### config.mk
export PLATFORM = sky130hd
export DESIGN_NAME = muxbus_ctrl
export DESIGN_NICKNAME = d
export VERILOG_FILES = /design/src/rtl/muxbus_ctrl.sv
export SDC_FILE = /design/constraint.sdc
export NUM_CORES = 1
export LEC_CHECK = 0
export BUFFER_PORTS_ARGS = -buffer_cell sky130_fd_sc_hd__buf_2
export CAP_MARGIN = 20
export CELL_PAD_IN_SITES_DETAIL_PLACEMENT = 1
export CELL_PAD_IN_SITES_GLOBAL_PLACEMENT = 1
export CORE_UTILIZATION = 41
export CTS_CLUSTER_SIZE = 25
export DETAILED_ROUTE_END_ITERATION = 8
export PLACE_DENSITY_LB_ADDON = 0.1
export SYNTH_ARGS = -nofsm -noshare
export SYNTH_HDL_FRONTEND = slang
export SYNTH_SLANG_ARGS = --single-unit
### constraint.sdc
create_clock -name clk -period 2.84 [get_ports clk]
set_clock_uncertainty 0.05 [all_clocks]
set_input_delay 0.284 -clock clk [delete_from_list [all_inputs] [get_ports clk]]
set_output_delay 0.284 -clock clk [all_outputs]
set_load 0.05 [all_outputs]
### src/rtl/muxbus_ctrl.sv
module muxbus_ctrl #(
  parameter int WADDR_W = 26,
  parameter int BANKS   = 4,
  parameter int CNT_W   = 4,
  localparam int HADDR_W = WADDR_W + 1,
  localparam int BANK_W  = $clog2(BANKS),
  localparam int HI_W    = WADDR_W - 16
) (
  input  logic               clk,
  input  logic               rst_n,
  input  logic               req,
  input  logic               wr,
  input  logic [1:0]         size,
  input  logic [HADDR_W-1:0] addr,
  input  logic [BANK_W-1:0]  bank,
  input  logic               psram,
  input  logic               page_rd,
  input  logic [31:0]        wdata,
  output logic               busy,
  output logic               done,
  output logic               err,
  output logic [31:0]        rdata,
  input  logic [CNT_W-1:0]   t_addr,
  input  logic [CNT_W-1:0]   t_data,
  input  logic [CNT_W-1:0]   t_turn,
  output logic [BANKS-1:0]   cs_n,
  output logic               oe_n,
  output logic               we_n,
  output logic               adv_n,
  output logic [1:0]         lane_n,
  output logic [15:0]        ad_out,
  output logic               ad_oe,
  input  logic [15:0]        ad_in,
  output logic [HI_W-1:0]    addr_hi,
  input  logic               wait_n
);

  typedef enum logic [1:0] {S_IDLE, S_ADDR, S_DATA, S_TURN} st_t;

  localparam logic [BANKS-1:0] ONE_HOT0 = BANKS'(1);
  localparam logic [1:0] SZ_BYTE = 2'd0;
  localparam logic [1:0] SZ_HALF = 2'd1;
  localparam logic [1:0] SZ_WORD = 2'd2;

  st_t                st;
  logic [CNT_W-1:0]   cnt;
  logic               r_wr;
  logic [1:0]         r_size;
  logic [WADDR_W-1:0] r_waddr;
  logic               r_bsel;
  logic [BANK_W-1:0]  r_bank;
  logic [31:0]        r_wdata;
  logic               second;
  logic [15:0]        lo_half;

  function automatic logic [CNT_W-1:0] last_of(input logic [CNT_W-1:0] n);
    return (n == '0) ? '0 : n - 1'b1;
  endfunction

  logic illegal;
  assign illegal = (size == 2'd3) | page_rd | (!psram & wr & (size == SZ_BYTE));

  logic in_addr, in_data, rd_data, wr_data;
  assign in_addr = (st == S_ADDR);
  assign in_data = (st == S_DATA);
  assign rd_data = in_data & !r_wr;
  assign wr_data = in_data & r_wr;

  logic [15:0] wr_half;
  assign wr_half = (r_size == SZ_BYTE) ? {2{r_wdata[7:0]}} :
                   second ? r_wdata[31:16] : r_wdata[15:0];

  assign busy    = (st != S_IDLE);
  assign cs_n    = (in_addr | in_data) ? ~(ONE_HOT0 << r_bank) : '1;
  assign adv_n   = !in_addr;
  assign oe_n    = !rd_data;
  assign we_n    = !wr_data;
  assign ad_oe   = in_addr | wr_data;
  assign ad_out  = in_addr ? r_waddr[15:0] : (wr_data ? wr_half : 16'h0);
  assign addr_hi = r_waddr[WADDR_W-1:16];
  assign lane_n  = !in_data ? 2'b11 :
                   (r_size == SZ_BYTE) ? (r_bsel ? 2'b01 : 2'b10) : 2'b00;

  always_ff @(posedge clk or negedge rst_n) begin
    if (!rst_n) begin
      st      <= S_IDLE;
      cnt     <= '0;
      r_wr    <= 1'b0;
      r_size  <= SZ_HALF;
      r_waddr <= '0;
      r_bsel  <= 1'b0;
      r_bank  <= '0;
      r_wdata <= '0;
      second  <= 1'b0;
      lo_half <= '0;
      rdata   <= '0;
      done    <= 1'b0;
      err     <= 1'b0;
    end else begin
      done <= 1'b0;
      err  <= 1'b0;
      case (st)
        S_IDLE: begin
          if (req) begin
            if (illegal) begin
              err <= 1'b1;
            end else begin
              r_wr    <= wr;
              r_size  <= size;
              r_waddr <= addr[HADDR_W-1:1];
              r_bsel  <= addr[0];
              r_bank  <= bank;
              r_wdata <= wdata;
              second  <= 1'b0;
              cnt     <= last_of(t_addr);
              st      <= S_ADDR;
            end
          end
        end
        S_ADDR: begin
          if (cnt == '0) begin
            cnt <= last_of(t_data);
            st  <= S_DATA;
          end else begin
            cnt <= cnt - 1'b1;
          end
        end
        S_DATA: begin
          if (wait_n) begin
            if (cnt == '0) begin
              if (!r_wr) begin
                if (second) begin
                  rdata <= {ad_in, lo_half};
                end else begin
                  case (r_size)
                    SZ_BYTE: rdata <= {24'h0, r_bsel ? ad_in[15:8] : ad_in[7:0]};
                    SZ_WORD: lo_half <= ad_in;
                    default: rdata <= {16'h0, ad_in};
                  endcase
                end
              end
              cnt <= last_of(t_turn);
              st  <= S_TURN;
            end else begin
              cnt <= cnt - 1'b1;
            end
          end
        end
        S_TURN: begin
          if (cnt == '0) begin
            if (r_size == SZ_WORD && !second) begin
              second  <= 1'b1;
              r_waddr <= r_waddr + 1'b1;
              cnt     <= last_of(t_addr);
              st      <= S_ADDR;
            end else begin
              done <= 1'b1;
              st   <= S_IDLE;
            end
          end else begin
            cnt <= cnt - 1'b1;
          end
        end
      endcase
    end
  end

  AST_ONE_CS: assert property (@(posedge clk) disable iff (!rst_n) $countones(~cs_n) <= 1);
  AST_ADV_WITH_CS: assert property (@(posedge clk) disable iff (!rst_n) !adv_n |-> !(&cs_n));
  AST_READ_RELEASE: assert property (@(posedge clk) disable iff (!rst_n) !oe_n |-> !ad_oe);
  AST_STROBE_EXCL: assert property (@(posedge clk) disable iff (!rst_n) !we_n |-> (oe_n && ad_oe));
  AST_WAIT_HOLD: assert property (@(posedge clk) disable iff (!rst_n) (in_data && !wait_n) |=> in_data);
  AST_REJECT_QUIET: assert property (@(posedge clk) disable iff (!rst_n) (st == S_IDLE && req && illegal) |=> (err && !busy && &cs_n));
  AST_DONE_PULSE: assert property (@(posedge clk) disable iff (!rst_n) done |=> !done);
  AST_BUSY_IGNORE: assert property (@(posedge clk) disable iff (!rst_n) (busy && req) |=> !err);
  AST_TURN_QUIET: assert property (@(posedge clk) disable iff (!rst_n) (st == S_TURN) |-> (&cs_n && !ad_oe && oe_n && we_n));

endmodule

==> results.md <==
- The flow ran to the end, and the final reports show no timing, DRC or antenna violations.
- From synthesis to final layout, the design area changed by 24.8%.
- The critical setup path kind is reg2out.
- Counting every net in the synthesized netlist gives 770.
- The number of instances in the synthesized netlist is 658.
- Setup violations remaining at the end of the flow were counted as 0.
- 0 antenna diodes ended up in the layout.
- Setup repair after global routing left no endpoint under its margin.
- The register bit count reported by yosys is 121.
- In this run the tightest slew margin relative to its limit is 0.467.
- The CTS root buffer is sky130_fd_sc_hd__clkbuf_16.
- In the final layout, the share of cells above drive strength 1 is 0.370.
- The initial antenna violation count is 0.
- The largest net degree at the start of global routing is 53.
- The element type at the critical path end is a primary output.
- The yosys synthesis warning count is 0.
- For the worst-skew pair, the clock arrives at the later sink with an insertion delay of 0.42 ns.
- Data on the critical path is required at its endpoint by 2.51 ns.
- The number of buffers inserted during clock tree synthesis is 17.
- STA classifies the critical path startpoint as a flop.
- The initial utilization of the core area, before any placement, comes to 0.420.
- After layout, the design draws a total of 10.3 mW.
- The number of global-route vias before repair is 6079.
- The H-tree was split into 4 levels.
- The detailed-route vias per instance is 5.55.
- The power per unit of standard cell area is 1230 nW/µm².
- The CTS tree is built.
- The first-pass GRT wire length is 32800 µm.
- The die covers 16800 µm².
- The count of nets after finishing is 931.
- The routed layout has 5814 vias.
- After synthesis the cells add up to 6670 µm².
- The routed wire length is 20900 µm.
- The sequential cell area fraction in the yosys report is 0.454.
- The number of setup buffers added after CTS is 0.
- Row generation in the floorplan step produced 46 rows.
- The final worst-path cycle share is 0.938.
- In the routed design, unresolved DRC markers number 0.
- Counting distinct cell types in the post-synthesis netlist gives 61.
- The min-delay analysis places its worst path in the category in2reg.
- The floorplan die width is 130 µm.
- The time the final worst path needs with I/O delays and setup is 2.66 ns.
- The number of DRC violations after detailed-routing iteration 0 is 309.
- The overflow left after global routing is 0.
- In this run the deepest clock path goes through 2 buffers.
- The worst-case IR drop observed on VDD is 0.761 mV.
- Of all nets on the critical path, the largest fanout is 32.
- The reported leakage power is 3.96 nW.
- The average routed wire per standard cell is 19.9 µm.
- Among all flip-flop cells after synthesis, the most frequent one is sky130_fd_sc_hd__dfrtp_1.
- The number of synthesized flops with an enable pin is 0.
- The transition at the pin with the smallest max-transition slack is 0.796 ns.
- The count of pins over their slew limit came to 0.
- Clock tree synthesis found a total of 121 sinks.
- The clock-pin slew of the registers on the worst-case setup and hold paths is 0.06 ns.
- A synthesized cell averages 10.1 µm².
- Counting flops with an async set or reset pin after synthesis yields a share of 1.00.
- The total routing resource utilization after global routing is 0.258.
- The number of hold violations in the final report came to 0.
- The setup slack of the critical path after layout is 0.177 ns.
- Max-cap violations in this run came to 0.
- Summed over all nets, the half-perimeter wirelength after detailed placement is 15100 µm.
- During placement, the flow inserted port buffers numbering 168.
- At the end of routability-driven placement, the weighted congestion stood at 0.897.
- Static timing analysis puts the maximum clock frequency at 375 MHz.
- After floorplanning, the core was sized to cover 15900 µm².
- In this run the remaining antenna-violating nets after routing total 0.
- For this run, the share of the core covered by cells in the final layout is 0.524.
- In this run the count of I/O pins placed on the die edge is 169.
- The worst slack after detailed placement is 0.288 ns.
- The minimum hold slack is 0.0425 ns.
- The height of the die is 130 µm.
- The pre-antenna-repair detailed-routing pass consisted of 6 iterations.
- The signal arrival time at the worst endpoint is 2.33 ns.
-- repair_timing --
| action | CTS | global route |
|---|---|---|
| hold endpoints to repair | 49 | 0 |
| endpoints found under the setup margin | 10 | 5 |
| hold buffers | 1 | 0 |
| pin swaps | 0 | 0 |
| gates resized for setup | 1 | 2 |
-- Yosys cell counts (all sizes together), types with 20 or more instances --
cell	number	area (µm²)
inv	20	75.1
nor3b	20	173
nand2	48	180
nor2	37	146
mux2	63	709
nor3	24	130
buf	32	204
mux2i	24	240
a21oi	32	160
dfrtp	120	3000
o21ai	54	270
-- path summary, 6_finish.rpt --
kind                          endpoint  cells past startpoint      start  slack (ns)
max in group asynchronous  r_waddr[14]                      3      rst_n        1.49
setup reg to reg            r_waddr[2]                      8     cnt[0]        0.31
hold reg to reg              rdata[13]                      2  rdata[13]        0.44
hold / removal             r_wdata[10]                      2  wdata[10]        0.04
setup / recovery            ad_out[11]                      7     second        0.18
min in group asynchronous    rdata[28]                      2      rst_n        0.42
-- cell type report --
cell class / instances / area [µm²]
flip-flops and latches: 121 / 3030
repair buffers: 191 / 1040
inverters: 20 / 75.1
clock buffers: 19 / 443
fillers: 1879 / 7560
well taps: 216 / 270
multi-input cells: 468 / 3320
clock inverters: 13 / 145
-- placed cells by master (no fill, tap or decap), types with 4 or more instances in the layout --
cell type / synthesis / layout
sky130_fd_sc_hd__nand3_1: 16 / 14
sky130_fd_sc_hd__inv_1: 20 / 20
sky130_fd_sc_hd__mux2_2: 63 / 63
sky130_fd_sc_hd__o22a_1: 4 / 4
sky130_fd_sc_hd__nand2_1: 48 / 48
sky130_fd_sc_hd__a22o_1: 17 / 17
sky130_fd_sc_hd__nor3b_1: 18 / 18
sky130_fd_sc_hd__and3_1: 9 / 9
sky130_fd_sc_hd__nor2_2: 3 / 4
sky130_fd_sc_hd__mux2i_1: 24 / 24
sky130_fd_sc_hd__a31oi_1: 4 / 4
sky130_fd_sc_hd__a221o_1: 4 / 4
sky130_fd_sc_hd__nor2_1: 34 / 33
sky130_fd_sc_hd__buf_4: 11 / 21
sky130_fd_sc_hd__ha_1: 14 / 13
sky130_fd_sc_hd__a21oi_1: 32 / 32
sky130_fd_sc_hd__nor3_1: 22 / 22
sky130_fd_sc_hd__buf_2: 16 / 167
sky130_fd_sc_hd__dfrtp_1: 120 / 120
sky130_fd_sc_hd__clkbuf_16: 0 / 17
sky130_fd_sc_hd__nor2b_1: 8 / 8
sky130_fd_sc_hd__and2_1: 5 / 5
sky130_fd_sc_hd__nand4_1: 7 / 7
sky130_fd_sc_hd__a21o_1: 8 / 8
sky130_fd_sc_hd__o21ai_0: 53 / 53
sky130_fd_sc_hd__o22ai_1: 11 / 11
sky130_fd_sc_hd__nand2b_1: 9 / 9
sky130_fd_sc_hd__a211oi_1: 6 / 6
-- worst max-delay path, stage by stage (launching register included) --
cell,delay (ns)
sky130_fd_sc_hd__dfrtp_1,0.39
sky130_fd_sc_hd__buf_4,0.21
sky130_fd_sc_hd__buf_4,0.38
sky130_fd_sc_hd__mux2i_1,0.27
sky130_fd_sc_hd__nor2_1,0.07
sky130_fd_sc_hd__a21oi_1,0.20
sky130_fd_sc_hd__o21ai_0,0.14
sky130_fd_sc_hd__buf_2,0.24
-- per-layer routing --
layer / wire [µm] / share of wire / GRT usage / up-vias
met2: 10800 / 0.52 / 0.460 / 148
met3: 836 / 0.040 / 0.0471 / 19
met5: 0 / 0 / 0 / -
met4: 168 / 0.0081 / 0.0657 / 0
li1: - / - / - / 2712
met1: 9050 / 0.43 / 0.321 / 2935
-- through the flow --
stage / area (µm²) / instances / TNS (ns)
after floorplan: 6670 / 658 / -0.911
after global placement: 7720 / 1015 / 0
after detailed placement: 7720 / 1015 / 0
after CTS: 8320 / 1048 / 0
after global routing: 8330 / 1048 / 0
final: 8330 / 1048 / 0
-- sequential cells by signal, indices dropped and copies added (netlist names) --
name,flops
st,2
rdata,32
second,1
err,1
r_wr,1
lo_half,16
r_bank,2
r_bsel,1
r_waddr,26
cnt,4
done,1
r_wdata,32
r_size,2
-- cells by family after synthesis --
family                     share of synthesized area
DFF                                            0.454
muxes                                          0.142
AOI/OAI and AO/OA                              0.161
and+or+nand+nor                                0.165
buffers and inverters                         0.0514
adders and majority gates                     0.0262
-- where the power goes --
part | internal, mW | total (mW) | switching [mW]
combinational | 1.69 | 4.95 | 3.26
clock | 1.32 | 2.17 | 0.850
sequential | 2.43 | 3.15 | 0.714
No activity file was read; power rests on OpenSTA's default activity.
